## src/rtl/bsf_pkg.sv

```systemverilog
package bsf_pkg;
  typedef enum logic {ST_NORM = 1'b0, ST_ESC = 1'b1} bsf_state_t;

  typedef struct packed {
    logic wr;
    logic bcs;
    logic close;
    logic dle_err;
    logic irq;
  } bsf_act_t;

  localparam bsf_act_t ACT_NONE = '{wr: 1'b0, bcs: 1'b0, close: 1'b0, dle_err: 1'b0, irq: 1'b0};
endpackage

```

## src/rtl/bsf_ctl_table.sv

```systemverilog
module bsf_ctl_table #(
  parameter int W       = 8,
  parameter int ENTRIES = 8,
  parameter int IDX_W   = (ENTRIES > 1) ? $clog2(ENTRIES) : 1
) (
  input  logic             clk,
  input  logic             rst,
  input  logic             we,
  input  logic [IDX_W-1:0] widx,
  input  logic             wvalid,
  input  logic [W-1:0]     wchar,
  input  logic             wclose,
  input  logic [W-1:0]     key,
  output logic             hit,
  output logic             hit_close
);
  logic [ENTRIES-1:0] ent_v;
  logic [ENTRIES-1:0] ent_c;
  logic [W-1:0]       ent_ch [ENTRIES];
  logic [ENTRIES-1:0] match;

  genvar g;
  generate
    for (g = 0; g < ENTRIES; g++) begin : g_ent
      always_ff @(posedge clk) begin
        if (rst) begin
          ent_v[g]  <= 1'b0;
          ent_c[g]  <= 1'b0;
          ent_ch[g] <= '0;
        end else if (we && (widx == IDX_W'(g))) begin
          ent_v[g]  <= wvalid;
          ent_c[g]  <= wclose;
          ent_ch[g] <= wchar;
        end
      end
      assign match[g] = ent_v[g] && (ent_ch[g] == key);
    end
  endgenerate

  // lowest index wins
  always_comb begin
    hit       = 1'b0;
    hit_close = 1'b0;
    for (int i = ENTRIES - 1; i >= 0; i--) begin
      if (match[i]) begin
        hit       = 1'b1;
        hit_close = ent_c[i];
      end
    end
  end
endmodule

```

## src/rtl/bsf_escape_fsm.sv

```systemverilog
module bsf_escape_fsm
  import bsf_pkg::*;
#(
  parameter int W = 8
) (
  input  logic       clk,
  input  logic       rst,
  input  logic       in_valid,
  input  logic [W-1:0] in_char,
  input  logic [W-1:0] sync_char,
  input  logic       sync_en,
  input  logic [W-1:0] dle_char,
  input  logic       dle_en,
  input  logic       transparent,
  input  logic       hunt,
  input  logic       tbl_hit,
  input  logic       tbl_close,
  output bsf_act_t   act,
  output logic       in_escape
);
  bsf_state_t state, state_nxt;
  logic is_sync, is_dle;

  assign is_sync   = sync_en && (in_char == sync_char);
  assign is_dle    = (in_char == dle_char);
  assign in_escape = (state == ST_ESC);

  always_comb begin
    act       = ACT_NONE;
    state_nxt = state;
    if (in_valid) begin
      if (state == ST_NORM) begin
        if (!hunt && is_sync) begin
          act = ACT_NONE;
        end else if (transparent && dle_en && is_dle) begin
          state_nxt = ST_ESC;
        end else begin
          act.wr  = 1'b1;
          act.bcs = 1'b1;
        end
      end else begin
        state_nxt = ST_NORM;
        if (is_sync) begin
          act = ACT_NONE;
        end else if (is_dle) begin
          act.wr  = 1'b1;
          act.bcs = 1'b1;
        end else if (tbl_hit) begin
          if (tbl_close) begin
            act.wr    = 1'b1;
            act.bcs   = 1'b1;
            act.close = 1'b1;
          end else begin
            act.irq = 1'b1;
          end
        end else begin
          act.close   = 1'b1;
          act.dle_err = 1'b1;
        end
      end
    end
  end

  always_ff @(posedge clk) begin
    if (rst) state <= ST_NORM;
    else     state <= state_nxt;
  end
endmodule

```

## src/rtl/bsync_rx_filter.sv

```systemverilog
module bsync_rx_filter
  import bsf_pkg::*;
#(
  parameter int W       = 8,
  parameter int ENTRIES = 8,
  parameter int IDX_W   = (ENTRIES > 1) ? $clog2(ENTRIES) : 1
) (
  input  logic             clk,
  input  logic             rst,
  input  logic             in_valid,
  input  logic [W-1:0]     in_char,
  input  logic [W-1:0]     sync_char,
  input  logic             sync_en,
  input  logic [W-1:0]     dle_char,
  input  logic             dle_en,
  input  logic             transparent,
  input  logic             hunt,
  input  logic             tbl_we,
  input  logic [IDX_W-1:0] tbl_idx,
  input  logic             tbl_ent_valid,
  input  logic [W-1:0]     tbl_ent_char,
  input  logic             tbl_ent_close,
  output logic             out_valid,
  output logic [W-1:0]     out_char,
  output logic             out_write,
  output logic             out_bcs,
  output logic             out_close,
  output logic             out_dle_err,
  output logic             out_ctl_irq
);
  logic     hit, hit_close, in_escape;
  bsf_act_t act;

  bsf_ctl_table #(.W(W), .ENTRIES(ENTRIES), .IDX_W(IDX_W)) u_tbl (
    .clk(clk), .rst(rst), .we(tbl_we), .widx(tbl_idx), .wvalid(tbl_ent_valid),
    .wchar(tbl_ent_char), .wclose(tbl_ent_close), .key(in_char),
    .hit(hit), .hit_close(hit_close)
  );

  bsf_escape_fsm #(.W(W)) u_fsm (
    .clk(clk), .rst(rst), .in_valid(in_valid), .in_char(in_char),
    .sync_char(sync_char), .sync_en(sync_en), .dle_char(dle_char), .dle_en(dle_en),
    .transparent(transparent), .hunt(hunt), .tbl_hit(hit), .tbl_close(hit_close),
    .act(act), .in_escape(in_escape)
  );

  always_ff @(posedge clk) begin
    if (rst) begin
      out_valid   <= 1'b0;
      out_char    <= '0;
      out_write   <= 1'b0;
      out_bcs     <= 1'b0;
      out_close   <= 1'b0;
      out_dle_err <= 1'b0;
      out_ctl_irq <= 1'b0;
    end else begin
      out_valid   <= in_valid;
      if (in_valid) out_char <= in_char;
      out_write   <= act.wr;
      out_bcs     <= act.bcs;
      out_close   <= act.close;
      out_dle_err <= act.dle_err;
      out_ctl_irq <= act.irq;
    end
  end
endmodule

```

## config.mk

```make
export PLATFORM = sky130hd
export DESIGN_NAME = bsync_rx_filter
export DESIGN_NICKNAME = d
export VERILOG_FILES = /design/src/rtl/bsf_pkg.sv /design/src/rtl/bsf_ctl_table.sv /design/src/rtl/bsf_escape_fsm.sv /design/src/rtl/bsync_rx_filter.sv
export SDC_FILE = /design/constraint.sdc
export NUM_CORES = 1
export LEC_CHECK = 0
export ABC_CLOCK_PERIOD_IN_PS = 3250
export BUFFER_PORTS_ARGS = -buffer_cell sky130_fd_sc_hd__buf_2
export CORE_AREA = 2 2 105 107
export DETAILED_ROUTE_END_ITERATION = 6
export DIE_AREA = 0 0 107 109
export GPL_ROUTABILITY_DRIVEN = 0
export GPL_TIMING_DRIVEN = 0
export PLACE_DENSITY = 0.73
export SYNTH_ARGS = -nofsm -noshare
export SYNTH_HDL_FRONTEND = slang
export SYNTH_HIERARCHICAL = 1
export SYNTH_SLANG_ARGS = --single-unit
```

## constraint.sdc

```tcl
create_clock -name clk -period 3.25 [get_ports clk]
set_input_delay 0.325 -clock clk [delete_from_list [all_inputs] [get_ports clk]]
set_output_delay 0.325 -clock clk [all_outputs]
set_load 0.01 [all_outputs]
```

==> results of run 1 <==
==> layer usage <==
| metal | vias up | global-route usage | routed length (um) |
|---|---|---|---|
| li1 | 1503 | - | - |
| met1 | 1459 | 0.235 | 4420 |
| met2 | 103 | 0.305 | 4730 |
| met3 | 13 | 0.0436 | 757 |
| met4 | 0 | 0.0510 | 166 |
| met5 | - | 0 | 0 |
==> sequential cells by signal, summed over array words and instances (netlist names) <==
| signal | cells |
|---|---|
| out_bcs | 1 |
| out_char | 8 |
| out_close | 1 |
| out_ctl_irq | 1 |
| out_dle_err | 1 |
| out_valid | 1 |
| out_write | 1 |
| u_fsm/in_escape | 1 |
| u_tbl/ent_c | 8 |
| u_tbl/ent_ch | 64 |
| u_tbl/ent_v | 8 |
==> stage by stage <==
stage	util	area [um2]
final	0.494	5240
after global routing	0.494	5240
after CTS	0.494	5240
after detailed placement	0.479	5080
after global placement	0.479	5080
after floorplan	-	4630
==> power by group through the flow <==
stage	logic (uW)	registers [uW]	clock network, uW
2_1_floorplan	180	1410	0
3_3_place_gp	276	1410	0
3_5_place_dp	284	1410	0
4_1_cts	285	1380	673
5_1_grt	309	1390	727
6_report	283	1380	657
==> Yosys cell counts (8+ instances only) <==
cell type / count / area (um2)
edfxtp_1: 64 / 1920
xnor2_1: 62 / 543
nand4_1: 8 / 50.1
nor3_1: 11 / 55.1
and2_1: 65 / 407
dfxtp_1: 31 / 621
mux2i_1: 8 / 80.1
a22o_1: 15 / 131
nand2_1: 13 / 48.8
inv_1: 13 / 48.8
nor2_1: 24 / 90.1
nand3_1: 8 / 40.0
xor2_1: 17 / 149
==> final cells by class <==
type                       instances  area, um2  area share
buffer                            15       91.3      0.0174
clock buffer                      12        135      0.0258
clock inverter                     4       22.5     0.00430
inverter                          13       48.8     0.00931
multi-input combinational        276       1940       0.371
sequential                        95       2540       0.485
tap                              140        175      0.0334
timing repair buffer              56        280      0.0535
==> kinds of logic (layout without fill, tap and decap cells) <==
group / Yosys count / after routing
AO/OA/AOI/OAI: 30 / 30
buffers and inverters: 28 / 100
AND/OR/NAND/NOR: 158 / 158
flip-flops: 95 / 95
multiplexers: 8 / 8
XOR/XNOR: 80 / 80
==> worst max path at each step <==
stage	depth (start not counted)	start	to
floorplan	11	in_char[4]	out_write$_SDFF_PP0_
global placement	12	in_char[4]	out_write$_SDFF_PP0_
detailed placement	12	in_char[4]	out_write$_SDFF_PP0_
CTS	10	u_tbl/ent_ch[1][26]$_SDFFCE_PN0P_	out_write$_SDFF_PP0_
global route	10	u_tbl/ent_ch[1][26]$_SDFFCE_PN0P_	out_write$_SDFF_PP0_
finish	10	u_tbl/ent_ch[1][26]$_SDFFCE_PN0P_	out_write$_SDFF_PP0_
==> impl_results.md, run 1 <==
* Number of fill cells at 953
* Detail Route Antenna Nets at 0
* Port bufs at 56
* Post-Syn Area at 4630 um2
* Slew Limit Fails at 0
* Complex-gate fraction of the synthesized area at 0.0517
* Syn avg cell area at 11.6 um2
* WL/cell at 16.5 um
* Hold Crit Class: in2reg
* Initial DRC count at 136
* Worst stage delay on the critical path at 0.49 ns
* GRT Resource Usage Total at 0.182
* Ys async rst share at 0
* Clk buf depth at 2
* Period minus WS final at 2.79 ns
* R2R Setup Slk at 0.46 ns
* Clk_lat worst skew at 0.36 ns
* Hold_buf cts at 0
* Final setup violation count at 0
* Synth Flop Type: edfxtp_1
* Reg2reg path depth at 10
* Post-synthesis register bit count at 95
* Max H-tree Level at 3
* Routed WL at 10,100 um
* Synth Net Count at 444
* Clk slew on worst S/H paths at 0.08 ns
* CTS buffer count at 9
* Min-Delay Startpoint: rst
* Initial antenna violation count at 0
* Sink Count at 95
* First-pass GRT wire length at 15,600 um
* Post-synthesis share of cell area spent on and, or, nand and nor gates at 0.198
* Die height at 109 um
* Power Density at 443 nW/um2
* Tot Pwr at 2320 uW
* Pint at 1750 uW
* Placed Instances at 595
* Number of synthesized flops with an enable pin at 64
* XOR/XNOR share of the synthesized area at 0.153
* HPWL after DPL at 6990 um
* Outcome: complete, no violations
* VDD IR max at 0.000253 V
* Router iterations before antenna repair at 4
* Fin crit share at 0.860
* Kind of critical path: reg2reg
* Most frequent cells in the layout: and2_1 (65), edfxtp_1 (64), buf_2 (63)
* Total negative slack at 0 ns
* # DRC at 0
* Hold violation count in the final report at 0
* Pre-CTS setup slack at 0.147 ns
* Area Overhead vs Synth at 13.3%
* Vias post-DR at 3,078
* CTS Root Cell: clkbuf_8
* Initial Util at 0.436
* Reg2Reg Capture Point: out_write$_SDFF_PP0_
* Slowest-stage cell, CP: or4b_1
* Die width at 107 um
* Leakage at 0.00196 uW
* Final std cells w/o fill at 611
* # Max-Cap Violations at 0
* Vias in the first global route at 2,930
* Final setup margin at 0.455 ns
* Most common cell after layout, fill and taps aside: and2_1
* I/O pins at 59
* PostCTS Resize Cnt at 0
* Cell variety after synth at 40
* F_max at 358 MHz
* Core area at 10,600 um2
* CP Data Arrival Time at 3.09 ns
* Synth warn at 6
* Crit path cell chain: xor2_2 > nor4_2 > nand4_1 > or4b_1 > a221o_1 > a32oi_2 > a21oi_1 > a2bb2oi_1 > buf_4 > nor2b_1
* CTS tree: built
* Ant diodes at 0
* Top delay family on crit path: simple AND/OR/NAND/NOR gates
* Setup repair after global routing missed its margin: no
* Combinational cell fraction of total power at 0.122
* Worst Clk Skew at 0.0118 ns
* Worst setup SP type: register
* Ratio of cells with drive above 1 in the final layout at 0.189
* Crit. End Element: register
* Nets at 511
* Post-Synth Adder-Cell Area at 0
* Sw frac at 0.246
* CP required at 3.55 ns
* P_sw at 571 uW
* Mapped Cells at 399
* Grt ovf at 0
* Hold depth at 2
* Hold slack at 0.262 ns
* Reg2reg start: u_tbl/ent_ch[1][26]$_SDFFCE_PN0P_
* Clock share of power at 0.283
* Mux cell area share after synthesis at 0.0173
* Total die area at 11,700 um2
* Worst Tran Pin Value at 0.890 ns
* Largest net degree at the start of global routing at 15
* Worst-path fanout max at 3
* Row count at 38
* Max transition margin at 0.402
* Reg power frac at 0.595
* Critical path buffers and inverters at 1
* Seq/Total Area, Yosys at 0.550
* Vias per inst at 5.04
* Main combinational cell family by area after synthesis: simple AND/OR/NAND/NOR gates
* WHS Endpoint: out_ctl_irq$_SDFF_PP0_
* # Post-CTS Setup Buffers at 0
(Power assumes the default switching activity.)
==> inputs of run 2 (changes only) <==
Settings changed: ABC_CLOCK_PERIOD_IN_PS 3250 to 2800.
Clock period 3.25 ns to 2.8 ns, I/O delays scaled along.
==> run 2 against run 1 <==
Via count shrank 0.39%. Combinational power is 17% higher. Sequential share of layout area decreased by 0.33 points. Non-clock buffer count grew 1. Critical path type unchanged. Design area rose by 0.69%. Clock power grew 16%.
==> impl_results.md, run 2 (synthesis results as in run 1) <==
* Outcome: complete, no violations
* Crit. End Element: register
* CP Data Arrival Time at 3.04 ns (-0.05 ns)
* Router iterations before antenna repair at 4 (unchanged)
* Area Overhead vs Synth at 14.0%
* Clk buf depth at 2 (unchanged)
* Max transition margin at 0.410 (+0.00790)
* Crit path cell chain: xor2_1 > nor4_2 > nand4_1 > or4b_1 > a221o_1 > a32oi_4 > a21oi_2 > a2bb2oi_2 > buf_4 > nor2b_4
* Detail Route Antenna Nets at 0 (unchanged)
* CP required at 3.11 ns (-0.44 ns)
* Hold Crit Class: in2reg
* Reg2reg path depth at 10 (unchanged)
* HPWL after DPL at 6990 um (unchanged)
* Initial DRC count at 104 (-24%)
* Ratio of cells with drive above 1 in the final layout at 0.197 (+0.00807)
* Sink Count at 95 (unchanged)
* First-pass GRT wire length at 15,600 um (unchanged)
* Die width at 107 um (unchanged)
* R2R Setup Slk at 0.07 ns (-0.38 ns)
* WHS Endpoint: out_ctl_irq$_SDFF_PP0_
* Kind of critical path: reg2reg
* Clk slew on worst S/H paths at 0.08 ns (about the same)
* Clk_lat worst skew at 0.37 ns (about the same)
* Grt ovf at 0 (unchanged)
* Hold_buf cts at 0 (unchanged)
* Setup repair after global routing missed its margin: yes
* Max H-tree Level at 3 (unchanged)
* VDD IR max at 0.000294 V (+16%)
* Slew Limit Fails at 0 (unchanged)
* I/O pins at 59 (unchanged)
* Worst Clk Skew at 0.0109 ns (-0.000983 ns)
* Critical path buffers and inverters at 1 (unchanged)
* Hold slack at 0.213 ns (-0.0485 ns)
* Vias post-DR at 3,066 (-0.39%)
* Hold depth at 2 (unchanged)
* Top delay family on crit path: simple AND/OR/NAND/NOR gates
* Max FFs per register at 64 (unchanged)
* Pre-CTS setup slack at -0.258 ns (-0.405 ns)
* Slowest-stage cell, CP: or4b_1
* Period minus WS final at 2.73 ns (-0.0653 ns)
* GRT Resource Usage Total at 0.182 (unchanged)
* Power Density at 511 nW/um2 (+15%)
* Total negative slack at 0 ns (unchanged)
* Die height at 109 um (unchanged)
* Core area at 10,600 um2 (unchanged)
* Vias in the first global route at 2,930 (unchanged)
* # Max-Cap Violations at 0 (unchanged)
* Port bufs at 56 (unchanged)
* Worst-path fanout max at 3 (unchanged)
* Total die area at 11,700 um2 (unchanged)
* Worst Tran Pin Value at 0.878 ns (-0.0118 ns)
* WL/cell at 16.5 um (+0.29%)
* Worst setup SP type: register
* Most frequent cells in the layout: and2_1 (65), edfxtp_1 (64), buf_2 (63)
* Min-Delay Startpoint: rst
* CTS Root Cell: clkbuf_8
* Nets at 512 (+0.20%)
* Reg2Reg Capture Point: out_write$_SDFF_PP0_
* Most common cell after layout, fill and taps aside: and2_1
* Leakage at 0.00197 uW (+0.55%)
* F_max at 366 MHz (+2.4%)
* Reg2reg start: u_tbl/ent_ch[1][24]$_SDFFCE_PN0P_
* Largest net degree at the start of global routing at 15 (unchanged)
* Worst stage delay on the critical path at 0.49 ns (about the same)
* Routed WL at 10,100 um (+0.46%)
* # DRC at 0 (unchanged)
* Hold violation count in the final report at 0 (unchanged)
* Final setup margin at 0.0707 ns (-0.385 ns)
* Largest Register: u_tbl/ent_ch
* CTS buffer count at 9 (unchanged)
* Ant diodes at 0 (unchanged)
* Vias per inst at 5.01 (-0.55%)
* Fin crit share at 0.975 (+0.115)
* Row count at 38 (unchanged)
* Initial Util at 0.436 (unchanged)
* CTS tree: built
* Final setup violation count at 0 (unchanged)
* Initial antenna violation count at 0 (unchanged)
## run 2: how the worst max path moves through the flow
| stage | from | end | slack (ns) | cells past startpoint |
|---|---|---|---|---|
| 2_1_floorplan | u_tbl/ent_ch[1][26]$_SDFFCE_PN0P_ | out_write$_SDFF_PP0_ | 0.31 | 10 |
| 3_3_place_gp | in_char[4] | out_write$_SDFF_PP0_ | -0.25 | 12 |
| 3_5_place_dp | in_char[4] | out_write$_SDFF_PP0_ | -0.26 | 12 |
| 4_1_cts | u_tbl/ent_ch[1][26]$_SDFFCE_PN0P_ | out_write$_SDFF_PP0_ | 0.0007 | 10 |
| 5_1_grt | u_tbl/ent_ch[1][24]$_SDFFCE_PN0P_ | out_write$_SDFF_PP0_ | -0.07 | 10 |
| 6_report | u_tbl/ent_ch[1][24]$_SDFFCE_PN0P_ | out_write$_SDFF_PP0_ | 0.07 | 10 |
## run 2: report_power, final
part | switching, uW | total, uW | internal [uW] | leakage (uW)
clock network | 444 | 763 | 319 | 0.0000801
logic | 185 | 330 | 144 | 0.00102
registers | 33.7 | 1610 | 1570 | 0.000871
total | 663 | 2700 | 2040 | 0.00197
## run 2: cell type report
cell class,instances,area (um2)
buffer,15,91.3
fill,949,5330
tap,140,175
multi-input combinational,276,1970
sequential,95,2540
timing repair buffer,57,288
clock inverter,4,22.5
inverter,13,48.8
clock buffer,12,135
## run 2: worst reg2reg max path: stages, from the launching register on
cell and delay (ns):
edfxtp_1 0.40, xor2_1 0.19, nor4_2 0.29, nand4_1 0.18, or4b_1 0.49, a221o_1 0.39
a32oi_4 0.26, a21oi_2 0.10, a2bb2oi_2 0.14, buf_4 0.12, nor2b_4 0.11
## run 2: what timing repair did
action,CTS,global route
setup buffers,0,1
resized for setup,0,4
setup endpoints to repair,1,3
cloned,0,0
pin swaps,4,4
## run 2: per-layer routing
layer / GRT usage / share of wire / vias up
met3: 0.0436 / 0.078 / 18
met1: 0.235 / 0.42 / 1440
li1: - / - / 1503
met2: 0.305 / 0.48 / 105
met4: 0.0510 / 0.023 / 0
met5: 0 / 0 / -
## run 2: metrics by stage
step	power [uW]	util	cell area, um2	cells
floorplan	1840	-	4630	399
global route	2820	0.498	5280	612
detailed placement	1970	0.479	5080	595
finish	2700	0.498	5280	612
CTS	2720	0.494	5240	611
global placement	1950	0.479	5080	595
